==> config.mk <==
export PLATFORM = sky130hd
export DESIGN_NAME = fault_capture_unit
export DESIGN_NICKNAME = d
export VERILOG_FILES = /design/src/rtl/fcu_pkg.sv /design/src/rtl/fcu_sync.sv /design/src/rtl/fcu_arm_ctl.sv /design/src/rtl/fcu_stamp.sv /design/src/rtl/fcu_shift.sv /design/src/rtl/fault_capture_unit.sv
export SDC_FILE = /design/constraint.sdc
export NUM_CORES = 1
export LEC_CHECK = 0
export ABC_AREA = 1
export BUFFER_PORTS_ARGS = -buffer_cell sky130_fd_sc_hd__buf_2
export CAP_MARGIN = 20
export CORE_MARGIN = 1.5
export CORE_UTILIZATION = 35
export DETAILED_ROUTE_END_ITERATION = 8
export GPL_TIMING_DRIVEN = 0
export PLACE_DENSITY_LB_ADDON = 0.12
export SLEW_MARGIN = 0
export SYNTH_ARGS = -nofsm -noshare
export SYNTH_HDL_FRONTEND = slang
export SYNTH_SLANG_ARGS = --single-unit
==> constraint.sdc <==
create_clock -name clk -period 3 [get_ports clk]
set_clock_uncertainty 0.1 [all_clocks]
set_input_delay 0.45 -clock clk [delete_from_list [all_inputs] [get_ports clk]]
set_output_delay 0.45 -clock clk [all_outputs]
set_load 0.02 [all_outputs]
==> src/rtl/fcu_pkg.sv <==
package fcu_pkg;

    localparam int FCU_IN_W     = 24;
    localparam int FCU_TS_W     = 16;
    localparam int FCU_RSV_W    = 7;
    localparam int FCU_TICK_DIV = 2000;   // 8 us at 250 MHz

    typedef enum logic {
        ARM_WAIT = 1'b0,
        ARM_HELD = 1'b1
    } arm_state_e;

    typedef enum logic [1:0] {
        ACT_NONE  = 2'd0,
        ACT_CLEAR = 2'd1,
        ACT_GRAB  = 2'd2
    } cap_action_e;

    function automatic int frame_len(int in_w, int ts_w, int rsv_w);
        return 1 + rsv_w + in_w + ts_w;
    endfunction

endpackage

==> src/rtl/fcu_sync.sv <==
module fcu_sync #(
    parameter int W = 1
) (
    input  logic         clk,
    input  logic         rst,
    input  logic [W-1:0] d,
    output logic [W-1:0] q
);
    logic [W-1:0] stage1;
    logic [W-1:0] stage2;

    for (genvar i = 0; i < W; i++) begin : g_bit
        always_ff @(posedge clk) begin
            if (rst) begin
                stage1[i] <= 1'b0;
                stage2[i] <= 1'b0;
            end else begin
                stage1[i] <= d[i];
                stage2[i] <= stage1[i];
            end
        end
    end

    assign q = stage2;
endmodule

==> src/rtl/fcu_arm_ctl.sv <==
module fcu_arm_ctl import fcu_pkg::*; (
    input  logic        clk,
    input  logic        rst,
    input  logic        trig_s,
    input  logic        rearm,
    output cap_action_e act,
    output logic        held,
    output logic        rise
);
    logic       trig_prev;
    arm_state_e state_q;

    always_ff @(posedge clk) begin
        if (rst) trig_prev <= 1'b0;
        else     trig_prev <= trig_s;
    end

    assign rise = trig_s & ~trig_prev;

    always_comb begin
        if (rearm)                          act = ACT_CLEAR;
        else if (rise && state_q == ARM_WAIT) act = ACT_GRAB;
        else                                act = ACT_NONE;
    end

    always_ff @(posedge clk) begin
        if (rst) begin
            state_q <= ARM_WAIT;
        end else begin
            case (act)
                ACT_CLEAR: state_q <= ARM_WAIT;
                ACT_GRAB:  state_q <= ARM_HELD;
                default:   state_q <= state_q;
            endcase
        end
    end

    assign held = (state_q == ARM_HELD);
endmodule

==> src/rtl/fcu_stamp.sv <==
module fcu_stamp import fcu_pkg::*; #(
    parameter int TS_W     = FCU_TS_W,
    parameter int TICK_DIV = FCU_TICK_DIV
) (
    input  logic            clk,
    input  logic            rst,
    input  cap_action_e     act,
    input  logic            run,
    output logic [TS_W-1:0] stamp
);
    localparam int PRE_W = (TICK_DIV > 1) ? $clog2(TICK_DIV) : 1;
    localparam logic [PRE_W-1:0] PRE_LAST = PRE_W'(TICK_DIV - 1);

    logic [PRE_W-1:0] pre_q;
    logic [TS_W-1:0]  ts_q;

    always_ff @(posedge clk) begin
        if (rst || act == ACT_CLEAR) begin
            pre_q <= '0;
            ts_q  <= '0;
        end else if (run && act != ACT_GRAB) begin
            if (pre_q == PRE_LAST) begin
                pre_q <= '0;
                ts_q  <= ts_q + 1'b1;
            end else begin
                pre_q <= pre_q + 1'b1;
            end
        end
    end

    assign stamp = ts_q;
endmodule

==> src/rtl/fcu_shift.sv <==
module fcu_shift #(
    parameter int W = 48
) (
    input  logic         clk,
    input  logic         rst,
    input  logic         load,
    input  logic         shift,
    input  logic [W-1:0] par,
    input  logic         sdi,
    output logic         sdo
);
    logic [W-1:0] sh_q;

    always_ff @(posedge clk) begin
        if (rst)        sh_q <= '0;
        else if (load)  sh_q <= par;
        else if (shift) sh_q <= {sh_q[W-2:0], sdi};
    end

    assign sdo = sh_q[W-1];
endmodule

==> src/rtl/fault_capture_unit.sv <==
module fault_capture_unit import fcu_pkg::*; #(
    parameter int IN_W     = FCU_IN_W,
    parameter int TS_W     = FCU_TS_W,
    parameter int RSV_W    = FCU_RSV_W,
    parameter int TICK_DIV = FCU_TICK_DIV
) (
    input  logic            clk,
    input  logic            rst,
    input  logic [IN_W-1:0] flt_in,
    input  logic            trig_in,
    input  logic            rearm,
    input  logic            rd_load,
    input  logic            rd_shift,
    input  logic            sdi,
    output logic            sdo,
    output logic            cap_flag
);
    localparam int FRAME_W = frame_len(IN_W, TS_W, RSV_W);

    logic [IN_W-1:0]    flt_s;
    logic               trig_s;
    logic               trig_rise;
    logic               held;
    cap_action_e        act;
    logic [TS_W-1:0]    ts_val;
    logic [IN_W-1:0]    snap_q;
    logic [FRAME_W-1:0] frame;

    fcu_sync #(.W(IN_W)) u_flt_sync (
        .clk(clk), .rst(rst), .d(flt_in), .q(flt_s)
    );

    fcu_sync #(.W(1)) u_trig_sync (
        .clk(clk), .rst(rst), .d(trig_in), .q(trig_s)
    );

    fcu_arm_ctl u_arm (
        .clk(clk), .rst(rst), .trig_s(trig_s), .rearm(rearm),
        .act(act), .held(held), .rise(trig_rise)
    );

    fcu_stamp #(.TS_W(TS_W), .TICK_DIV(TICK_DIV)) u_stamp (
        .clk(clk), .rst(rst), .act(act), .run(~held), .stamp(ts_val)
    );

    always_ff @(posedge clk) begin
        if (rst || act == ACT_CLEAR) snap_q <= '0;
        else if (act == ACT_GRAB)    snap_q <= flt_s;
    end

    assign frame = {held, {RSV_W{1'b0}}, snap_q, ts_val};

    fcu_shift #(.W(FRAME_W)) u_shift (
        .clk(clk), .rst(rst), .load(rd_load), .shift(rd_shift),
        .par(frame), .sdi(sdi), .sdo(sdo)
    );

    assign cap_flag = held;
endmodule

* Word-level counts from Yosys, hierarchy flattened
Cells that the tools add are included.
Operators by class: $add $sub $neg 2, equal/unequal tests 4, multiplexer cells 6, bitwise operators 3, reduce and logical (&&, ||, !) cells 7
Operators by type and width (number):
- $mux W48 | 2
- $add A16 B1 Y16 const B | 1
- $add A11 B1 Y11 const B | 1
- $eq A11 B11 Y1 const B | 1
- $mux W11 | 1
- $mux W2 | 2
- $reduce_bool A2 Y1 | 2
- $eq A2 B1 Y1 const B | 1
- $eq A2 B2 Y1 const B | 1
- $logic_and A1 B1 Y1 | 2
- $ne A2 B2 Y1 const B | 1
- $not A1 Y1 | 2
- $pmux W1 S2 | 1
- $reduce_and A2 Y1 | 1
- $reduce_or A2 Y1 | 1
- $and A1 B1 Y1 | 1
- $logic_or A1 B1 Y1 | 1
Storage, ports and cells: register bits after elaboration 151, input bits 31, output and inout port bits 2, logic and storage cells 79

* Logic depth before layout (Yosys ltp)
depth after elaboration 8, mapped depth 10, gate-level depth less buffers 10

* By module
From an unflattened synthesis, not the netlist that was laid out.
Unflattened totals: cells, all modules 890, area total of the unflattened synthesis 6488.7 µm²
By module, submodules not included:
- fcu_shift | times used 1, cells an instance 365, area each 2292.2 µm², seq. area each 960.9 µm²
- fcu_stamp | times used 1, cells an instance 242, area each 1664.1 µm², seq. area each 540.5 µm²
- fcu_sync (u_flt_sync) | times used 1, cells an instance 149, area each 1365.1 µm², seq. area each 960.9 µm²
- fault_capture_unit | times used 1, cells an instance 113, area each 1012.2 µm², seq. area each 480.5 µm²
- fcu_arm_ctl | times used 1, cells an instance 15, area each 100.1 µm², seq. area each 40.0 µm²
- fcu_sync (u_trig_sync) | times used 1, cells an instance 6, area each 55.1 µm², seq. area each 40.0 µm²

* Least setup slack after synthesis
No wires, ideal clock.
path kind in2reg, start in rd_shift, end reg u_shift.sh_q[11], library setup time 118 ps, arrival 1291 ps, data required time 2782 ps, slack 1491 ps, stages on the path 7, path buffers 3, path through clkbuf_2 -> inv_1 -> nand2_1 -> buf_4 -> buf_2 -> o221ai_1 -> nor2_1
On the way: cells in the longest elaborated chain, start to end 1
Ends and longest elaborated chain:
- start: declaration | RTL line fault_capture_unit.sv:13 | input logic rd_shift,
- $reduce_bool A2 Y1 (no source line)
- end signal: assignment | RTL line fcu_shift.sv:16 | else if (load) sh_q <= par;
- end signal: assignment | RTL line fcu_shift.sv:17 | else if (shift) sh_q <= {sh_q[W-2:0], sdi};
- end: declaration | RTL line fcu_shift.sv:12 | logic [W-1:0] sh_q;
No other way between the ends. A chain may end at the register's enable or synchronous reset.

* Worst setup path after layout
start reg u_stamp.pre_q[1], end reg u_stamp.pre_q[6]
On the way: cells in the longest elaborated chain, start to end 2, elaborated cells on any way between the ends 3, those cells by class add/sub: 1; eq/ne: 1; mux: 1
Ends and longest elaborated chain:
- start: declaration | RTL line fcu_stamp.sv:14 | logic [PRE_W-1:0] pre_q;
- start signal: assignment | RTL line fcu_stamp.sv:26 | pre_q <= pre_q + 1'b1;
- $add A11 B1 Y11 / $eq A11 B11 Y1 (equally long branches) | RTL line fcu_stamp.sv:26, fcu_stamp.sv:22
- $mux W11 * | RTL line fcu_stamp.sv:22 | if (pre_q == PRE_LAST) begin
Mark *: on every way between the ends. The rest lies on a longest branch, timed or not.

==> qor.csv <==
stage,metric,value,unit
clock_tree,cts_buffers,17,
layout,seq_area,0.00302,mm^2
sta,period_share,59.1,%
synth,ys_seq_elements,151,
floorplanning,die_w,131,um
setup_path,cp_data_arrival_time,1.98,ns
placed_design,place_inst,1013,
route,vias,4733,
setup_path,rr_startpoint,u_stamp.pre_q[1]$_SDFFE_PP0P_,
global_routing,grt_pass1_vias,4436,
floorplanning,io_pins,33,
global_routing,grt_max_degree,17,
synth,ys_seq_area_share,52.4,%
setup_path,required,3.20,ns
layout,syn_to_final_growth,17.5,%
clock_tree,cts_resized,0,
synth,synth.cell_area,0.00577,mm^2
clock_tree,root_buffer,clkbuf_16,
placed_design,dp_hpwl,8790,um
sta,timing.hold.ws,0.134,ns
layout,drive_gt1_share,10.4,%
floorplanning,fp.coreArea,0.0160,mm^2
sta,worst_pin_slew,0.700,ns
floorplanning,start_util,36.1,%
sta,finalHoldViolations,0,
placed_design,place.gp.congestion,0.811,
job,drv_cap,0,
layout,nFillCells,1710,
sta,drv_slew,0,
route,post_drt_wl_per_cell,11.7,um
pwr,power.density,653,mW/mm^2
synth,avgSynthCellArea,7.52,um^2
route,wirelength,12200,um
layout,finalNetCount,849,
clock_tree,clk_latency,0.41,ns
global_routing,grt_usage,15.0,%
layout,stdcell_count,1044,
synth,synth_commonest_cells,"nand2_1 (167), dfxtp_1 (151), nor2_1 (136)",
setup_path,cp_max_fo,6,
floorplanning,die_area,0.0173,mm^2
setup_path,worstSetupPathType,reg -> reg,
route,dr.pass1.iters,5,
setup_path,cp-start-kind,flip-flop,
route,ant_nets,0,
global_routing,antenna_found_initial,0,
sta,finalCriticalPeriod,1.77,ns
clock_tree,tritoncts,done,
floorplanning,die_h,131,um
route,drtIter0Drc,229,
pwr,p_leak,2.70,nW
sta,setup_viol,0,
synth,synth_edf_count,0,
layout,design_area,0.00678,mm^2
floorplanning,rows,46,
clock_tree,hold_buffers,0,
route,drc,0,
setup_path,worstRegToRegCells,10,
placed_design,port-buffer-count,29,
synth,synth.distinct_cells,28,
placed_design,place_area,0.00619,mm^2
worst_hold_path,min_from,flt_in[12],
sta,tns,0,ns
synth,synth_nets,801,
run_status,status,"finished, final reports clean",
clock_tree,cts.sinks,151,
layout,multi_input_area,0.00221,mm^2
synth,synthMostInstantiatedCell,nand2_1,
pwr,power,4.43,mW
synth,synthFlopType,dfxtp_1,
worst_hold_path,hp-class,in -> reg,
clock_tree,clockBufferDepth,2,
layout,insertedDiodeCount,0,
sta,rsz0062_at_grt,false,
setup_path,crit_path_end_kind,flip-flop,
route,avgViaCountPerCell,4.53,
synth,synth_top_area_cell,dfxtp_1,
sta,slew_headroom,53.2,%
setup_path,rrSetupSlack,1.23,ns
worst_hold_path,min_path_cells,3,
sta,fmax,564,MHz
synth,synth_area_leaders,"dfxtp_1 (52%), nand2_1 (11%), nor2_1 (8.8%)",
synth,synthDominantCellAreaShare,52.4,%
global_routing,grt_pass1_wl,21000,um
synth,yosysWarnings,0,
synth,ys_async_sr_fraction,0,%
clock_tree,clk_pin_slew,0.06,ns
synth,synthesis.instances,768,
clock_tree,htreeDepth,4,
pwr,vdd_drop_max,407,uV
setup_path,r2r-end,u_stamp.pre_q[6]$_SDFFE_PP0P_,
worst_hold_path,hold_end,u_flt_sync.stage1[12]$_SDFF_PP0_,
global_routing,grt-ovfl-total,0,
clock_tree,postCtsSetupRepairBufs,0,
==> metal layers <==
metal	track usage (%)	up-vias	wire length, um
met2	23.2	85	5300
met3	3.97	12	439
li1	-	2527	-
met1	20.3	2109	6360
met4	4.81	0	143
met5	0	-	0
==> layout by cell type, fill, tap and decap left out, drive strengths merged <==
cell type,Yosys,layout
nand2,170,170
o21ai,57,57
a21oi,29,29
clkinv,0,3
buf,12,41
nor2,139,139
inv,95,100
dfxtp,151,151
a31oi,33,33
xnor2,2,2
o21bai,1,1
clkbuf,27,47
xor2,4,4
ha,2,2
clkinvlp,0,1
o221ai,8,8
nand3,14,14
bufinv,0,2
nor3b,1,1
nor3,11,11
nand3b,1,1
nand4,11,11
==> where the power goes <==
part / internal, mW / leakage (nW) / switching (mW) / total (mW)
logic: 0.0730 / 1.17 / 0.137 / 0.210
clock network: 1.28 / 0.288 / 0.841 / 2.12
registers: 2.07 / 1.23 / 0.0259 / 2.10
==> state kept, by name, indices dropped and copies added, names as in the netlist <==
| signal | count |
|---|---|
| u_arm.trig_prev | 1 |
| u_flt_sync.stage1 | 24 |
| u_stamp.pre_q | 11 |
| u_trig_sync.q | 1 |
| u_trig_sync.stage1 | 1 |
| u_flt_sync.q | 24 |
| u_stamp.stamp | 16 |
| u_arm.held | 1 |
| u_shift.sh_q | 48 |
| snap_q | 24 |
==> stage by stage <==
step / util [%] / setup slack [ns]
final: 42.4 / 1.23
after global routing: 42.4 / 1.03
after CTS: 42.4 / 1.22
after detailed placement: 38.7 / 0.979
after global placement: 38.7 / 0.988
after floorplan: - / 1.49
==> cell families after synthesis <==
family	share of synthesized area, %
adder cells (fa/ha/maj)	0.433
flip-flops	52.4
AO/OA/AOI/OAI	12.4
AND/OR/NAND/NOR	24.6
buffers and inverters	9.28
XOR/XNOR	0.910
==> critical path: stages (launching register included) <==
cell	delay [ns]
dfxtp_1	0.36
ha_1	0.16
inv_1	0.07
nor2_4	0.17
nand2_1	0.07
nor2_1	0.16
nand2_1	0.20
nand2_2	0.18
inv_2	0.07
o21ai_0	0.08
nor2_1	0.06
==> how the worst max path moves through the flow <==
stage / start / to / slack, ns / cells past startpoint
2_1_floorplan: rd_shift / u_shift.sh_q[11]$_SDFFE_PP0P_ / 1.49 / 7
3_3_place_gp: rst / u_stamp.stamp[7]$_SDFFE_PP0P_ / 0.99 / 5
3_5_place_dp: rst / snap_q[17]$_SDFFE_PP0N_ / 0.98 / 5
4_1_cts: u_stamp.pre_q[1]$_SDFFE_PP0P_ / u_stamp.pre_q[6]$_SDFFE_PP0P_ / 1.22 / 10
5_1_grt: u_stamp.pre_q[0]$_SDFFE_PP0P_ / u_stamp.pre_q[6]$_SDFFE_PP0P_ / 1.03 / 10
6_report: u_stamp.pre_q[1]$_SDFFE_PP0P_ / u_stamp.pre_q[6]$_SDFFE_PP0P_ / 1.23 / 10
==> layout make-up <==
class | count | share of cell area [%]
plain buffers | 39 | 2.64
clock buffers | 20 | 6.73
clock inverters | 11 | 2.03
inverters | 95 | 5.26
multi-input cells | 483 | 32.6
flip-flops and latches | 151 | 44.6
well taps | 216 | 3.99
repair buffers | 29 | 2.14
(Power assumes the default switching activity.)
